$ cat src/rtl/aud_csr_pkg.sv
package aud_csr_pkg;

   localparam int unsigned CSR_W   = 32;
   localparam int unsigned N_FLAGS = 5;

   // order of the status flags; an interrupt enable shares this order
   typedef enum int unsigned {
      FL_WORD  = 0,
      FL_SYNC  = 1,
      FL_FIFO  = 2,
      FL_WARN  = 3,
      FL_REQ   = 4
   } flag_idx_e;

   // flags that latch event pulses and clear on a written one
   localparam logic [N_FLAGS-1:0] STICKY_MASK = 5'b00111;

   // fixed single-bit control fields
   localparam int unsigned BIT_DMA_EN   = 0;
   localparam int unsigned BIT_FIFO_RST = 24;
   localparam int unsigned BIT_SOFT_RST = 25;
   localparam int unsigned BIT_DIR_EN   = 31;

endpackage

$ cat src/rtl/aud_flag_bank.sv
module aud_flag_bank
   import aud_csr_pkg::*;
#(
   parameter int unsigned        NF     = N_FLAGS,
   parameter logic [NF-1:0]      STICKY = STICKY_MASK
) (
   input  logic          clk,
   input  logic          rst_n,
   input  logic          hold,
   input  logic          quiet,
   input  logic [NF-1:0] src_i,
   input  logic [NF-1:0] clr_i,
   output logic [NF-1:0] flag_o
);

   for (genvar i = 0; i < NF; i++) begin : g_flag
      if (STICKY[i]) begin : g_sticky
         logic flag_q;
         always_ff @(posedge clk or negedge rst_n) begin
            if (!rst_n)         flag_q <= 1'b0;
            else if (hold)      flag_q <= 1'b0;
            else if (src_i[i])  flag_q <= 1'b1;
            else if (clr_i[i])  flag_q <= 1'b0;
         end
         assign flag_o[i] = flag_q;


         set_wins_chk: assert property (@(posedge clk) disable iff (!rst_n)
            (!hold && src_i[i]) |=> flag_o[i]);


         sticky_keep_chk: assert property (@(posedge clk) disable iff (!rst_n)
            (!hold && flag_o[i] && !clr_i[i]) |=> flag_o[i]);
      end else begin : g_live
         logic clr_unused;
         assign clr_unused = clr_i[i];
         assign flag_o[i]  = src_i[i] & ~quiet;
      end
   end

endmodule

$ cat src/rtl/aud_enable_track.sv
module aud_enable_track (
   input  logic clk,
   input  logic rst_n,
   input  logic hold,
   input  logic wr,
   input  logic en_val,
   input  logic frame_end,
   output logic en_req,
   output logic active
);

   logic en_q, act_q, en_next;

   assign en_next = wr ? en_val : en_q;

   always_ff @(posedge clk or negedge rst_n) begin
      if (!rst_n) begin
         en_q  <= 1'b0;
         act_q <= 1'b0;
      end else if (hold) begin
         en_q  <= 1'b0;
         act_q <= 1'b0;
      end else begin
         en_q <= en_next;
         if (en_next)        act_q <= 1'b1;
         else if (frame_end) act_q <= 1'b0;
      end
   end

   assign en_req = en_q;
   assign active = act_q;


   drain_hold_chk: assert property (@(posedge clk) disable iff (!rst_n)
      (act_q && !frame_end && !hold) |=> act_q);


   start_chk: assert property (@(posedge clk) disable iff (!rst_n)
      (wr && en_val && !hold) |=> act_q);

endmodule

$ cat src/rtl/aud_irq_out.sv
module aud_irq_out
   import aud_csr_pkg::*;
#(
   parameter int unsigned NF      = N_FLAGS,
   parameter bit          IRQ_REG = 1'b0
) (
   input  logic          clk,
   input  logic          rst_n,
   input  logic          hold,
   input  logic [NF-1:0] flags,
   input  logic [NF-1:0] ie,
   output logic          irq
);

   logic irq_comb;
   assign irq_comb = |(flags & ie);

   if (IRQ_REG) begin : g_reg
      logic irq_q;
      always_ff @(posedge clk or negedge rst_n) begin
         if (!rst_n)    irq_q <= 1'b0;
         else if (hold) irq_q <= 1'b0;
         else           irq_q <= irq_comb;
      end
      assign irq = irq_q;
   end else begin : g_comb
      logic hold_unused;
      logic clk_unused;
      assign hold_unused = hold;
      assign clk_unused  = clk;
      assign irq = irq_comb;


      irq_mask_chk: assert property (@(posedge clk) disable iff (!rst_n)
         (ie == '0) |-> !irq);
   end

endmodule

$ cat src/rtl/aud_dir_csr.sv
module aud_dir_csr
   import aud_csr_pkg::*;
#(
   parameter int unsigned IE_LSB   = 8,
   parameter int unsigned FLAG_LSB = 16,
   parameter bit          IRQ_REG  = 1'b0
) (
   input  logic             clk,
   input  logic             rst_n,
   input  logic             reg_wr,
   input  logic [CSR_W-1:0] reg_wdata,
   output logic [CSR_W-1:0] reg_rdata,
   input  logic             evt_word_start,
   input  logic             evt_sync_err,
   input  logic             evt_fifo_err,
   input  logic             lvl_fifo_warn,
   input  logic             lvl_fifo_req,
   input  logic             frame_end,
   output logic             irq,
   output logic             dma_req,
   output logic             fifo_ptr_rst,
   output logic             dir_soft_rst,
   output logic             dir_active
);

   localparam int unsigned IE_TOP   = IE_LSB + N_FLAGS;
   localparam int unsigned FLAG_TOP = FLAG_LSB + N_FLAGS;

   if (IE_LSB <= BIT_DMA_EN || IE_TOP > FLAG_LSB) begin : g_bad_ie
      $error("interrupt enable field overlaps another field");
   end
   if (FLAG_TOP > BIT_FIFO_RST) begin : g_bad_flag
      $error("status flag field overlaps the reset bits");
   end

   logic               sw_rst_q, dma_en_q, fifo_rst_q;
   logic [N_FLAGS-1:0] ie_q;
   logic [N_FLAGS-1:0] flags, src, clr;
   logic               hold, en_req, active;
   logic               wdata_unused;

   assign wdata_unused = ^reg_wdata;

   // hold: reset is in force now or is being entered by this write
   assign hold = sw_rst_q | (reg_wr & reg_wdata[BIT_SOFT_RST]);

   always_ff @(posedge clk or negedge rst_n) begin
      if (!rst_n) begin
         sw_rst_q   <= 1'b0;
         dma_en_q   <= 1'b0;
         ie_q       <= '0;
         fifo_rst_q <= 1'b0;
      end else begin
         if (reg_wr) sw_rst_q <= reg_wdata[BIT_SOFT_RST];
         if (hold) begin
            dma_en_q   <= 1'b0;
            ie_q       <= '0;
            fifo_rst_q <= 1'b0;
         end else begin
            fifo_rst_q <= reg_wr & reg_wdata[BIT_FIFO_RST];
            if (reg_wr) begin
               dma_en_q <= reg_wdata[BIT_DMA_EN];
               ie_q     <= reg_wdata[IE_LSB +: N_FLAGS];
            end
         end
      end
   end

   always_comb begin
      src            = '0;
      src[FL_WORD]   = evt_word_start;
      src[FL_SYNC]   = evt_sync_err;
      src[FL_FIFO]   = evt_fifo_err;
      src[FL_WARN]   = lvl_fifo_warn;
      src[FL_REQ]    = lvl_fifo_req;
   end

   assign clr = reg_wr ? reg_wdata[FLAG_LSB +: N_FLAGS] : '0;

   aud_flag_bank #(.NF(N_FLAGS), .STICKY(STICKY_MASK)) u_flags (
      .clk    (clk),
      .rst_n  (rst_n),
      .hold   (hold),
      .quiet  (sw_rst_q),
      .src_i  (src),
      .clr_i  (clr),
      .flag_o (flags)
   );

   aud_enable_track u_enable (
      .clk       (clk),
      .rst_n     (rst_n),
      .hold      (hold),
      .wr        (reg_wr),
      .en_val    (reg_wdata[BIT_DIR_EN]),
      .frame_end (frame_end),
      .en_req    (en_req),
      .active    (active)
   );

   aud_irq_out #(.NF(N_FLAGS), .IRQ_REG(IRQ_REG)) u_irq (
      .clk   (clk),
      .rst_n (rst_n),
      .hold  (hold),
      .flags (flags),
      .ie    (ie_q),
      .irq   (irq)
   );

   always_comb begin
      reg_rdata                         = '0;
      reg_rdata[BIT_DMA_EN]             = dma_en_q;
      reg_rdata[IE_LSB +: N_FLAGS]      = ie_q;
      reg_rdata[FLAG_LSB +: N_FLAGS]    = flags;
      reg_rdata[BIT_SOFT_RST]           = sw_rst_q;
      reg_rdata[BIT_DIR_EN]             = active;
   end

   assign dma_req      = flags[FL_REQ] & dma_en_q;
   assign fifo_ptr_rst = fifo_rst_q;
   assign dir_soft_rst = sw_rst_q;
   assign dir_active   = active;

   logic en_req_unused;
   assign en_req_unused = en_req;


   dma_gate_chk: assert property (@(posedge clk) disable iff (!rst_n)
      (reg_wr && !reg_wdata[BIT_DMA_EN]) |=> !dma_req);


   fifo_rst_pulse_chk: assert property (@(posedge clk) disable iff (!rst_n)
      fifo_ptr_rst |-> $past(reg_wr && reg_wdata[BIT_FIFO_RST]));


   fifo_rst_read_chk: assert property (@(posedge clk) disable iff (!rst_n)
      !reg_rdata[BIT_FIFO_RST]);


   soft_quiet_chk: assert property (@(posedge clk) disable iff (!rst_n)
      dir_soft_rst |-> (!irq && !dma_req && !fifo_ptr_rst && !dir_active));

endmodule

$ cat config.mk
export PLATFORM = sky130hd
export DESIGN_NAME = aud_dir_csr
export DESIGN_NICKNAME = d
export VERILOG_FILES = /design/src/rtl/aud_csr_pkg.sv /design/src/rtl/aud_flag_bank.sv /design/src/rtl/aud_enable_track.sv /design/src/rtl/aud_irq_out.sv /design/src/rtl/aud_dir_csr.sv
export SDC_FILE = /design/constraint.sdc
export NUM_CORES = 1
export LEC_CHECK = 0
export BUFFER_PORTS_ARGS = -buffer_cell sky130_fd_sc_hd__buf_2
export CAP_MARGIN = 20
export CORE_UTILIZATION = 25
export DETAILED_ROUTE_END_ITERATION = 8
export GPL_ROUTABILITY_DRIVEN = 1
export SLEW_MARGIN = 20
export SYNTH_ARGS = -nofsm -noshare
export SYNTH_HDL_FRONTEND = slang
export SYNTH_HIERARCHICAL = 1
export SYNTH_SLANG_ARGS = --single-unit
$ cat constraint.sdc
create_clock -name clk -period 1.3 [get_ports clk]
set_input_delay 0.065 -clock clk [delete_from_list [all_inputs] [get_ports clk]]
set_output_delay 0.065 -clock clk [all_outputs]
set_load 0.02 [all_outputs]
After elaboration in Yosys (flattened, before gate mapping)
Cells that the tools add are included.
{"block": "totals", "latch_bits": 0, "ramBits": 0, "rom_bits": 0, "wordCells": 43, "memories": 0, "inputBits": 41, "register_bits": 13, "out_inout_bits": 37}
{"block": "op_classes", "n_bitwise": 8, "mux": 20, "reduce_logical": 6, "n_addsub": 0, "multipliers": 0, "shift": 0, "n_lt_le_gt_ge": 0, "n_div": 0, "n_eq_ne": 0}
{"operator": "$mux W1", "count": 17}
{"operator": "$reduce_bool A3 Y1", "count": 4}
{"operator": "$mux W5", "count": 2}
{"operator": "$and A1 B1 Y1", "count": 5}
{"operator": "$and A5 B5 Y5", "count": 1}
{"operator": "$reduce_or A5 Y1", "count": 1}
{"operator": "$mux W3", "count": 1}
{"operator": "$reduce_bool A2 Y1", "count": 1}
{"operator": "$not A1 Y1", "count": 1}
{"operator": "$or A1 B1 Y1", "count": 1}

Longest topological paths before layout
{"block": "logic_depth", "ltp_word": 4, "ltp_mapped": 4, "ltp_nobuf": 3}

Hierarchy
The synthesis kept the hierarchy.
{"module": "aud_dir_csr", "seq_area_each_um2": 200.2, "cells_each": 52, "n_inst": 1, "area_each_um2": 539.3}
{"module": "aud_flag_bank", "seq_area_each_um2": 75.1, "cells_each": 17, "n_inst": 1, "area_each_um2": 155.1}
{"module": "aud_enable_track", "seq_area_each_um2": 50.0, "cells_each": 6, "n_inst": 1, "area_each_um2": 75.1}
{"module": "aud_irq_out", "seq_area_each_um2": 0.0, "cells_each": 3, "n_inst": 1, "area_each_um2": 21.3}

Least setup slack after synthesis
Ideal clock, no wire load.
{"block": "synth_path", "kind": "register to output", "from": "register sw_rst_q (netlist: dir_soft_rst)", "to": "output port irq", "stages_incl_launch_ff": 4, "required_time_ps": 1235, "arrival_time_ps": 1241, "slack_ps": -6, "path_buffers": 0, "path_cell_list": "dfrtp_1 nor2b_1 a222oi_1 nand2_1"}
{"block": "synth_via", "elab_chain_cells": 4}
{"item": "start, declared", "line": "aud_dir_csr.sv:36", "text": "logic sw_rst_q, dma_en_q, fifo_rst_q;"}
{"item": "start signal, assigned", "line": "aud_dir_csr.sv:54", "text": "if (reg_wr) sw_rst_q <= reg_wdata[BIT_SOFT_RST];"}
{"item": "$not A1 Y1", "line": "aud_flag_bank.sv:37", "text": "assign flag_o[i] = src_i[i] & ~quiet;"}
{"item": "$and A1 B1 Y1", "line": "aud_flag_bank.sv:37"}
{"item": "named net reg_rdata[19]", "line": "aud_dir_csr.sv:12", "text": "output logic [CSR_W-1:0] reg_rdata,"}
{"item": "$and A5 B5 Y5", "line": "aud_irq_out.sv:16", "text": "assign irq_comb = |(flags & ie);"}
{"item": "$reduce_or A5 Y1", "line": "aud_irq_out.sv:16"}
{"item": "end, declared", "line": "aud_dir_csr.sv:19", "text": "output logic irq,"}
The timed path passes the listed nets, and every way through them passes these cells.

Worst setup path after layout
{"block": "layout_path", "from": "register sw_rst_q (netlist: dir_soft_rst)", "to": "output port irq"}
{"block": "layout_via", "elab_chain_cells": 4}
{"item": "$not A1 Y1 *", "line": "aud_flag_bank.sv:37"}
{"item": "$and A1 B1 Y1", "line": "aud_flag_bank.sv:37"}
{"item": "$and A5 B5 Y5 *", "line": "aud_irq_out.sv:16"}
{"item": "$reduce_or A5 Y1 *", "line": "aud_irq_out.sv:16"}
Every way passes the cells marked *; elsewhere a longest branch is shown, timed or not.

==> results.md <==
- Outcome: finished, violations left
- Failing checks: design-rule violations, negative setup slack
- Max-Cap Viols: 0
- Share of cells above drive strength 1: 0.496
- Initial Util: 0.272
- Met3 Use GR: 0.0446
- Sw power: 0.323 mW
- Design area: 926 µm²
- Combinational share of power: 0.279
- Syn. warnings: 6
- Clk pwr share: 0.254
- Fin crit period: 1380 ps
- Drt wl/cell: 10.9 µm
- Final setup fails: 1
- 1st-iter DRT viols: 34
- Drt first pass iters: 7
- CP required: 1240 ps
- P&R area growth vs syn: 19.4%
- Placed Cells: 138
- Cells after Synth: 76
- Clock Pin Slew Worst Setup and Hold Paths: 80 ps
- Final period util: 1.06
- Antenna Violating Nets Remaining: 0
- Root buf cell: clkbuf_4
- Mean post-synth cell area: 10.2 µm²
- Worst EP arrival: 1320 ps
- Non-filler cells, final: 144
- CP endpoint kind: output pin
- Setup crit start kind: flop
- Max clock buf depth: 2
- # rows: 19
- Tightest Hold Check Type: in2reg
- Flop pwr share: 0.467
- Total GRT Usage: 0.0980
- Die ar.: 3330 µm²
- RSZ-0062 raised after global routing: true
- DRC: 8
- Placed Area: 882 µm²
- Peak Freq: 723 MHz
- First-pass GRT wire length: 2440 µm
- CTS tree: done
- Post-Syn Area: 776 µm²
- CTS Sinks: 13
- Total gr overflow: 0
- Via count: 587
- Most crowded layer after global routing: met2
- Antenna cells: 0
- Worst vdd ir: 0.408 mV
- Final worst slack: -83.0 ps
- CTS Buf Count: 3
- Pin count of the biggest net entering global routing: 14
- Switching Fraction: 0.334
- Post-layout util: 0.325
- Die width: 57.7 µm
- Worst Setup Path Type: reg2out
- # port buffers: 38
- Total routed wirelength: 1580 µm
- CP Max Fanout: 3
- Internal power: 0.643 mW
- Pleak: 0.563 nW
- Core Area: 2850 µm²
- Final Wtd Congestion: 0.734
- Count of final hold-check violations: 0
- Vias per inst: 4.08
- Met1 GRT Util: 0.112
- Worst-skew pair later-pin latency: 270 ps
- Chip height: 57.7 µm
- Nets@finish: 155
- I/O pin count: 78
- Met2 GRT Util: 0.169
- Initial antenna violation count: 0
- H-tree Lvls: 1
- Overall power: 0.965 mW
- Dpl hpwl: 1240 µm
- Slew Viols, Final: 0
- Number of global-route vias before repair: 547
- Power per Cell Area: 1040 nW/µm²
- Setup TNS: -83.0 ps
- Clock skew: 2.98 ps
power groups by stage:
| stage | registers [mW] | clock network [mW] | logic, mW |
|---|---|---|---|
| after floorplan | 0.477 | 0 | 0.215 |
| after global placement | 0.460 | 0 | 0.259 |
| after detailed placement | 0.461 | 0 | 0.263 |
| after CTS | 0.452 | 0.260 | 0.272 |
| after global routing | 0.455 | 0.273 | 0.292 |
| final | 0.451 | 0.245 | 0.269 |
worst max-delay path, cell delays in order, from the launching register on:
cell	delay [ps]
dfrtp_2	370
nor2b_1	60
a222oi_1	340
nand2_1	100
buf_2	170
layer usage:
metal  routed length [µm]  share of wire
met5                    0              0
met3                  160           0.10
met2                  760           0.48
met1                  654           0.42
met4                    0              0
cell type report:
cell class,instances,area (µm²)
Clock buffer,4,26.3
Tap cell,31,38.8
Sequential cell,13,327
Inverter,4,15.0
Timing Repair Buffer,41,215
Fill cell,311,1930
Multi-Input combinational cell,51,304
registers in the layout (all words and copies together) (netlist names):
register / cells
ie_q: 5
u_enable/active: 1
fifo_ptr_rst: 1
dma_en_q: 1
u_flags/g_flag.g_sticky.flag_q: 3
dir_soft_rst: 1
u_enable/en_req: 1
what timing repair did:
action | 4_1_cts | 5_1_grt
gates resized for setup | 0 | 0
endpoints found under the setup margin | 1 | 2
buffers inserted | 1 | 0
pin swaps | 1 | 1
endpoints found under the hold margin | 13 | 0
hold buffers | 1 | 0
cell usage in the layout (no fill, tap or decap), drive strengths merged, types with 2 or more instances in the layout:
master,count
nor2,2
a21oi,4
nor2b,3
buf,40
a32o,5
and2,4
nand2b,4
nand2,3
clkbuf,4
dfrtp,13
conb,19
inv,4
stage by stage:
stage	hold WS, ps	setup slack (ps)
6_report	16.5	-83.0
5_1_grt	7.20	-178
3_3_place_gp	-33.3	165
2_1_floorplan	-231	47.8
3_5_place_dp	-25.2	148
4_1_cts	3.50	-130
final timing paths:
path / start / slack, ps / depth (start not counted) / to
max in group asynchronous: rst_n / 850 / 2 / dir_soft_rst
worst min-delay path: evt_fifo_err / 20 / 3 / u_flags/g_flag[2].g_sticky.flag_q
worst min register to register: ie_q[4] / 520 / 1 / ie_q[4]
worst max-delay path: dir_soft_rst / -80 / 4 / irq
worst max register to register: dir_soft_rst / 220 / 4 / u_flags/g_flag[1].g_sticky.flag_q
min in group asynchronous: rst_n / 200 / 2 / ie_q[1]
Note: power is estimated with default switching activity, not from simulation.
